**src/rtl/wdg_pkg.sv**
```systemverilog
package wdg_pkg;

  // Strobes from the register control to the counting datapath.
  typedef struct packed {
    logic start;   // arm request, only raised while stopped
    logic feed;    // reload request from a period-word write
  } wdgStrobe_t;

  // Word indices; software depends on these.
  localparam int IDX_STATUS  = 0;
  localparam int IDX_CTRL    = 1;
  localparam int IDX_PER_LO  = 2;
  localparam int IDX_PER_HI  = 3;

  // Control word bit positions.
  localparam int BIT_START = 2;
  localparam int BIT_STOP  = 3;

endpackage

```
**src/rtl/wdg_count.sv**
```systemverilog
module wdg_count
  import wdg_pkg::*;
#(
  parameter int RELOAD    = 124_999_999,
  parameter int PULSE_LEN = 16
) (
  input  logic       clk,
  input  logic       rst,
  input  wdgStrobe_t strobe,
  output logic       running,
  output logic       expire,
  output logic       resetRequest
);

  localparam int CNT_W   = $clog2(RELOAD + 1);
  localparam int PULSE_W = $clog2(PULSE_LEN + 1);
  localparam logic [CNT_W-1:0]   CNT_FULL  = CNT_W'(RELOAD);
  localparam logic [PULSE_W-1:0] PULSE_SET = PULSE_W'(PULSE_LEN);

  logic [CNT_W-1:0]   cnt;
  logic [PULSE_W-1:0] pulseCnt;
  logic               cntZero;

  assign cntZero = (cnt == '0);
  // A feed on the zero cycle wins over expiry.
  assign expire  = running && cntZero && !strobe.feed;

  always_ff @(posedge clk) begin
    if (rst) begin
      running <= 1'b0;
      cnt     <= CNT_FULL;
    end else begin
      if (strobe.start) begin
        running <= 1'b1;
      end
      if (!running || strobe.feed || cntZero) begin
        cnt <= CNT_FULL;
      end else begin
        cnt <= cnt - CNT_W'(1);
      end
    end
  end

  always_ff @(posedge clk) begin
    if (rst) begin
      pulseCnt     <= '0;
      resetRequest <= 1'b0;
    end else begin
      if (expire) begin
        pulseCnt <= PULSE_SET;
      end else if (pulseCnt != '0) begin
        pulseCnt <= pulseCnt - PULSE_W'(1);
      end
      resetRequest <= expire || (pulseCnt > PULSE_W'(1));
    end
  end

  // running never clears without reset
  a_r3_locked_running: assert property (@(posedge clk) disable iff (rst)
    running |=> running);

  // a stopped counter holds the full length
  a_r1_idle_full: assert property (@(posedge clk) disable iff (rst)
    !running |-> (cnt == CNT_FULL));

  // a feed from the control side reloads the counter
  a_r4_feed_reload: assert property (@(posedge clk) disable iff (rst)
    (strobe.feed && running) |=> (cnt == CNT_FULL));

  // expiry raises the request on the next cycle
  a_r6_expire_pulse: assert property (@(posedge clk) disable iff (rst)
    expire |=> resetRequest);

  // no request while the watchdog was never started
  a_r10_idle_quiet: assert property (@(posedge clk) disable iff (rst)
    !running |=> !resetRequest);

endmodule

```
**src/rtl/wdg_regs.sv**
```systemverilog
module wdg_regs
  import wdg_pkg::*;
#(
  parameter int ADDR_W = 3,
  parameter int DATA_W = 32,
  parameter int RELOAD = 124_999_999
) (
  input  logic              clk,
  input  logic              rst,
  input  logic [ADDR_W-1:0] address,
  input  logic              write,
  input  logic [DATA_W-1:0] writedata,
  input  logic              read,
  input  logic              running,
  input  logic              expire,
  output wdgStrobe_t        strobe,
  output logic [DATA_W-1:0] readdata
);

  localparam logic [31:0] RELOAD_VEC = 32'(RELOAD);

  logic [1:0]        ctrlKeep;
  logic              timeoutFlag;
  logic              selStatus, selCtrl, selPerLo, selPerHi;
  logic [DATA_W-1:0] muxData;
  logic              unusedData;

  assign selStatus = (address == ADDR_W'(IDX_STATUS));
  assign selCtrl   = (address == ADDR_W'(IDX_CTRL));
  assign selPerLo  = (address == ADDR_W'(IDX_PER_LO));
  assign selPerHi  = (address == ADDR_W'(IDX_PER_HI));

  // Only bits 0..2 of write data matter; the rest is discarded.
  assign unusedData = ^writedata[DATA_W-1:3];

  assign strobe.start = write && selCtrl && writedata[BIT_START] && !running;
  assign strobe.feed  = write && (selPerLo || selPerHi);

  always_ff @(posedge clk) begin
    if (rst) begin
      ctrlKeep    <= 2'b00;
      timeoutFlag <= 1'b0;
    end else begin
      if (write && selCtrl) begin
        ctrlKeep <= writedata[1:0];
      end
      if (expire) begin
        timeoutFlag <= 1'b1;
      end else if (write && selStatus) begin
        timeoutFlag <= 1'b0;
      end
    end
  end

  always_comb begin
    muxData = '0;
    if (selStatus) begin
      muxData[1:0] = {running, timeoutFlag};
    end else if (selCtrl) begin
      muxData[BIT_STOP]  = 1'b0;
      muxData[BIT_START] = running;
      muxData[1:0]       = ctrlKeep;
    end else if (selPerLo) begin
      muxData[15:0] = RELOAD_VEC[15:0];
    end else if (selPerHi) begin
      muxData[15:0] = RELOAD_VEC[31:16];
    end
  end

  assign readdata = read ? muxData : '0;

  // expiry from the datapath sets the flag
  a_r7_flag_set: assert property (@(posedge clk) disable iff (rst)
    expire |=> timeoutFlag);

  // a status write without a coincident expiry clears the flag
  a_r7_flag_clear: assert property (@(posedge clk) disable iff (rst)
    (write && selStatus && !expire) |=> !timeoutFlag);

  // start strobe only while stopped
  a_r2_start_once: assert property (@(posedge clk) disable iff (rst)
    strobe.start |-> !running);

endmodule

```
**src/rtl/lock_watchdog.sv**
```systemverilog
module lock_watchdog
  import wdg_pkg::*;
#(
  parameter int ADDR_W    = 3,
  parameter int DATA_W    = 32,
  parameter int RELOAD    = 124_999_999,
  parameter int PULSE_LEN = 16
) (
  input  logic              clk,
  input  logic              rst,
  input  logic [ADDR_W-1:0] address,
  input  logic              write,
  input  logic [DATA_W-1:0] writedata,
  input  logic              read,
  output logic [DATA_W-1:0] readdata,
  output logic              resetRequest
);

  wdgStrobe_t strobe;
  logic       running;
  logic       expire;

  wdg_regs #(
    .ADDR_W (ADDR_W),
    .DATA_W (DATA_W),
    .RELOAD (RELOAD)
  ) i_regs (
    .clk       (clk),
    .rst       (rst),
    .address   (address),
    .write     (write),
    .writedata (writedata),
    .read      (read),
    .running   (running),
    .expire    (expire),
    .strobe    (strobe),
    .readdata  (readdata)
  );

  wdg_count #(
    .RELOAD    (RELOAD),
    .PULSE_LEN (PULSE_LEN)
  ) i_count (
    .clk          (clk),
    .rst          (rst),
    .strobe       (strobe),
    .running      (running),
    .expire       (expire),
    .resetRequest (resetRequest)
  );

endmodule

```
**config.mk**
```make
export PLATFORM = sky130hd
export DESIGN_NAME = lock_watchdog
export DESIGN_NICKNAME = d
export VERILOG_FILES = /design/src/rtl/wdg_pkg.sv /design/src/rtl/wdg_count.sv /design/src/rtl/wdg_regs.sv /design/src/rtl/lock_watchdog.sv
export SDC_FILE = /design/constraint.sdc
export NUM_CORES = 1
export LEC_CHECK = 0
export BUFFER_PORTS_ARGS = -buffer_cell sky130_fd_sc_hd__buf_2
export CORE_MARGIN = 4
export CORE_UTILIZATION = 47
export CTS_BUF_LIST = sky130_fd_sc_hd__clkbuf_8
export DETAILED_ROUTE_END_ITERATION = 6
export PLACE_DENSITY = 0.79
export SYNTH_ARGS = -nofsm -noshare
export SYNTH_HDL_FRONTEND = slang
export SYNTH_SLANG_ARGS = --single-unit
```
**constraint.sdc**
```tcl
create_clock -name clk -period 1.82 [get_ports clk]
set_input_delay 0.273 -clock clk [delete_from_list [all_inputs] [get_ports clk]]
set_output_delay 0.273 -clock clk [all_outputs]
set_load 0.01 [all_outputs]
```
After elaboration in Yosys (flattened, before gate mapping)
Index checks and enable logic that the tools add are counted.

Bits in registers: 37. Input port bits: 39. Output and inout port bits: 33. Word-level logic and storage cells: 44.

Add/subtract/negate cells: 2. Magnitude comparators: 1. Equality and inequality tests: 3. Multiplexer cells: 11. Reduce and logical (&&, ||, !) cells: 20.

Operator list (count): $logic_not A27 Y1 (1); $sub A27 B1 Y27 const B (1); $mux W16 (1); $mux W15 (1); $mux W14 (1); $mux W12 (1); $mux W11 (1); $mux W5 (2); $logic_and A1 B1 Y1 (7); $eq A3 B2 Y1 const B (2); $gt A5 B1 Y1 const B (1); $reduce_bool A5 Y1 (1); $sub A5 B1 Y5 const B (1); $logic_or A1 B1 Y1 (4); $mux W4 (1); $reduce_bool A2 Y1 (2); $reduce_or A2 Y1 (2); $eq A3 B1 Y1 const B (1); $logic_not A3 Y1 (1); $logic_not A1 Y1 (2); $mux W1 (2); $mux W2 (1).

Depth between registers and ports, before layout
Word-level depth: 6. Mapped depth: 7. Depth with buffers taken out: 6.

Modules after synthesis
A second synthesis with hierarchy kept.

Cells, all modules: 243. Area total of the unflattened synthesis: 2098.3 um^2.

By module, submodules not included: wdg_count (times used 1, cells each 187, area each 1654.1 um^2, sequential area each 680.7 um^2); wdg_regs (times used 1, cells each 56, area each 444.2 um^2, sequential area each 60.1 um^2).

Worst setup path after synthesis
No wires, ideal clock.

Kind: register to register. From: reg i_count.cnt[0]. To: reg i_count.cnt[22]. Setup time: 0.062 ns. Arrival time: 1.791 ns. Required time: 1.758 ns. Setup slack: -0.033 ns. Stages on the path, launching flop included: 8. Path buffers: 1. Period minus slack after synthesis: 1.853 ns. Cells stage by stage: dfxtp_1 > inv_1 > ha_1 > buf_2 > nor3b_1 > nand2_1 > or4_1 > nand3_1.

Longest elaborated chain between the ends: 3. Elaborated cells on any way between the ends: 4. Those cells by class: add/sub (1); reduce/logical (3).

Ends and longest elaborated chain: from (decl) (line wdg_count.sv:20) `logic [CNT_W-1:0] cnt;`; from (signal assigned) (line wdg_count.sv:39) `cnt <= cnt - CNT_W'(1);`; branches (longest 3 deep; another with $sub A27 B1 Y27).

Parallel ways; which one is timed is not known. A chain may end at the register's enable or synchronous reset.

Final worst setup path
From: reg i_count.cnt[17]. To: reg i_count.cnt[23].

The elaborated chain is that of the path after synthesis.

==> results by group <==
Die
  • Die ar.: 5560 µm²
  • Die height: approximately 75 µm
  • Initial Util: 50.2%
  • Core area: roughly 4100 µm²
  • Site row count: 23
  • DIE WIDTH: 74.5 µm
  • Top-Level Pins: between 70 and 80

Route
  • Antenna-violating nets left: 0
  • DRC viols: 0
  • Vias per std cell: 5.59
  • Vias: 1,885
  • Iteration count of the initial detailed-routing pass: 4
  • WL/cell: 13.0 µm
  • Detailed Route Iter0 Violations: 81
  • Final wirelength: 4.38 mm

Yosys
  • Ys flop type: dfxtp_1
  • Netlist cell types: 47
  • Ys Warns: 0
  • Mapped Area: 2080 µm²
  • Cells after Synth: 250
  • Fraction of registers with async set/reset: 0%
  • Yosys top cell area share: 35.6%
  • Post-synth EDFFs: 0
  • Mean Syn Cell Area: 8.32 µm²
  • Main area contributors after synthesis: dfxtp_1, buf_4, nor2_1, nand2_1, a21oi_1
  • #FFs+latches synth: 37
  • Seq/Total Area, Yosys: 35.6%
  • Yosys top cell by area: dfxtp_1

STA
  • Tcrit/Tclk final: between 90 and 100%
  • Max frequency: 0.564 GHz
  • Final setup TNS: 0 ps
  • Worst-case hold slack: 220 ps
  • Fin crit period: 1770 ps
  • Max-slew headroom: 66.0%
  • Final slew viol count: 0
  • Post-Route Skew: 7.16 ps
  • # setup viols final: 0
  • Setup repair after global routing missed its margin: yes
  • Final Hold Vio Count: 0
  • Worst Max-Slew Pin Slew: between 500 and 600 ps

Worst setup path
  • CP Capture Type: register
  • Data required, critical path: between 2000 and 2500 ps
  • R2r startpoint: i_count.cnt[17]
  • RR Endpoint: i_count.cnt[23]
  • CP cell instances: or4_4, or3_4, or3_1, a21oi_1
  • Critical-path top delay cell: or4_4
  • R2r setup slk: 50 ps
  • Crit path buffers/inverters: 0
  • Delay-heaviest family, CP: simple AND/OR/NAND/NOR gates
  • Critical setup path kind: reg -> reg
  • CP max FO: 6
  • Worst Reg2Reg Path Length in Cells: 4
  • CP Data Arrival Time: 1990 ps
  • CP Launch Type: register
  • Slowest cell delay on critical path: 560 ps

Hold path
  • Worst hold start: writedata[0]
  • Hold EP: i_regs.ctrlKeep[0]
  • Worst Hold Class: in -> reg
  • Hold Path Cell Cnt: 3

Clock network
  • CTS max path bufs: 2
  • Root buffer cell: clkbuf_8
  • Total CTS buffers: 5
  • Clk sink count: 37
  • Reg clk slew, reported paths: 70 ps
  • Htree depth: 2
  • Worst-Skew Late Latency: 290 ps
  • CTS tree: built

Layout
  • Final net count: 329
  • Most frequent cells in the layout: dfxtp_1, buf_2, buf_4, conb_1, nor2_1
  • P&R area growth vs syn: 14.7%
  • Commonest non-fill, non-tap cell in the layout: dfxtp_1
  • Layout cells sized above 1: 23.3%
  • Ant diodes: 0

Placed design
  • Hpwl dp: roughly 3.2 mm
  • GPL Wtd Cong: about 0.81
  • IO Port Bufs: 23

GRT
  • Largest net degree at the start of global routing: 16
  • First-pass GRT wire length: 7.30 mm
  • Grt ovf: 0
  • Tot GR Track Use: between 10% and 20%
  • Initial antenna violation count: 0
  • Vias in the first global route: 1,718

Pwr
  • Pwr/cell area: 723 nW/µm²
  • Final total power: 1730 µW
  • Peak supply drop: 447 µV
  • Leak: around 0.00094 µW

Outcome
  • Outcome: finished clean

Run
  • Max_cap viols: 0
[cells in the mapped netlist (4+ instances only)]
cell and number:
a21oi_1 11, buf_4 26, nor3_1 11, xnor2_1 4, nand3b_1 4, o21ai_0 10
ha_1 4, nor2_1 18, nand3_1 9, nand2_1 16, nand4_1 4, xor2_1 5
or4_1 6, nor4_1 6, or3_1 8, dfxtp_1 37, o31ai_1 7, clkbuf_1 6
inv_1 8, nand2b_1 4
[worst register-to-register path: stages, from the launching register on]
cell and delay, ps:
dfxtp_2 350, or4_4 560, or3_4 340, or3_1 310, a21oi_1 140
[power by group]
group / total, µW / leakage, µW / internal [µW] / switching [µW]
Combinational: 317 / 0.000589 / 147 / 170
Sequential: 881 / 0.000298 / 852 / 28.9
Clock: 528 / 0.0000519 / 255 / 273
[worst max-delay path by stage]
stage                     slack [ps]  cells past startpoint         endpoint       startpoint
after floorplan                  100                      7  i_count.cnt[22]   i_count.cnt[0]
after global placement            80                      5  i_count.cnt[21]   i_count.cnt[0]
after detailed placement          80                      5  i_count.cnt[21]   i_count.cnt[0]
after CTS                         50                      5  i_count.cnt[21]   i_count.cnt[0]
after global routing               1                      6  i_count.cnt[16]   i_count.cnt[0]
final                             50                      4  i_count.cnt[23]  i_count.cnt[17]
[layout make-up]
class | instances | area (µm²)
clock inverter | 3 | 11.3
multi-input combinational | 188 | 1180
sequential | 37 | 744
fill | 387 | 1760
clock buffer | 5 | 68.8
timing repair buffer | 46 | 288
tap | 50 | 62.6
inverter | 8 | 30.0
[flip-flops by register name, indices dropped and copies added (netlist names)]
| name | cells |
|---|---|
| i_count.running | 1 |
| i_count.cnt | 27 |
| i_count.pulseCnt | 5 |
| i_count.resetRequest | 1 |
| i_regs.timeoutFlag | 1 |
| i_regs.ctrlKeep | 2 |
[cells by family after synthesis]
group,count (synthesis),synth area share (%)
XOR/XNOR,9,3.79
adder cells (fa/ha/maj),4,2.41
buffers and inverters,43,12.6
AO/OA/AOI/OAI,48,15.6
flip-flops,37,35.6
other,1,0.180
AND/OR/NAND/NOR,105,28.4
multiplexers,3,1.44
[metrics by stage]
| step | util [%] | area [µm²] | setup slack, ps | instances |
|---|---|---|---|---|
| floorplan | - | 2150 | 100 | 268 |
| global placement | 54.6 | 2260 | 77.5 | 328 |
| detailed placement | 54.6 | 2260 | 75.2 | 328 |
| CTS | 56.6 | 2340 | 50.1 | 336 |
| global route | 57.6 | 2390 | 1.32 | 337 |
| finish | 57.6 | 2390 | 45.5 | 337 |
[repair_timing]
item,4_1_cts,5_1_grt
hold buffers,0,0
resized for setup,0,11
setup buffers,0,1
setup endpoints to repair,0,18
[per-layer routing]
layer	routed length, µm	up-vias	global-route usage [%]
met1	1960	880	20.7
met3	249	10	3.65
li1	-	937	-
met5	0	-	0
met4	77	0	6.92
met2	2090	58	28.5
No activity file was read; power rests on OpenSTA's default activity.
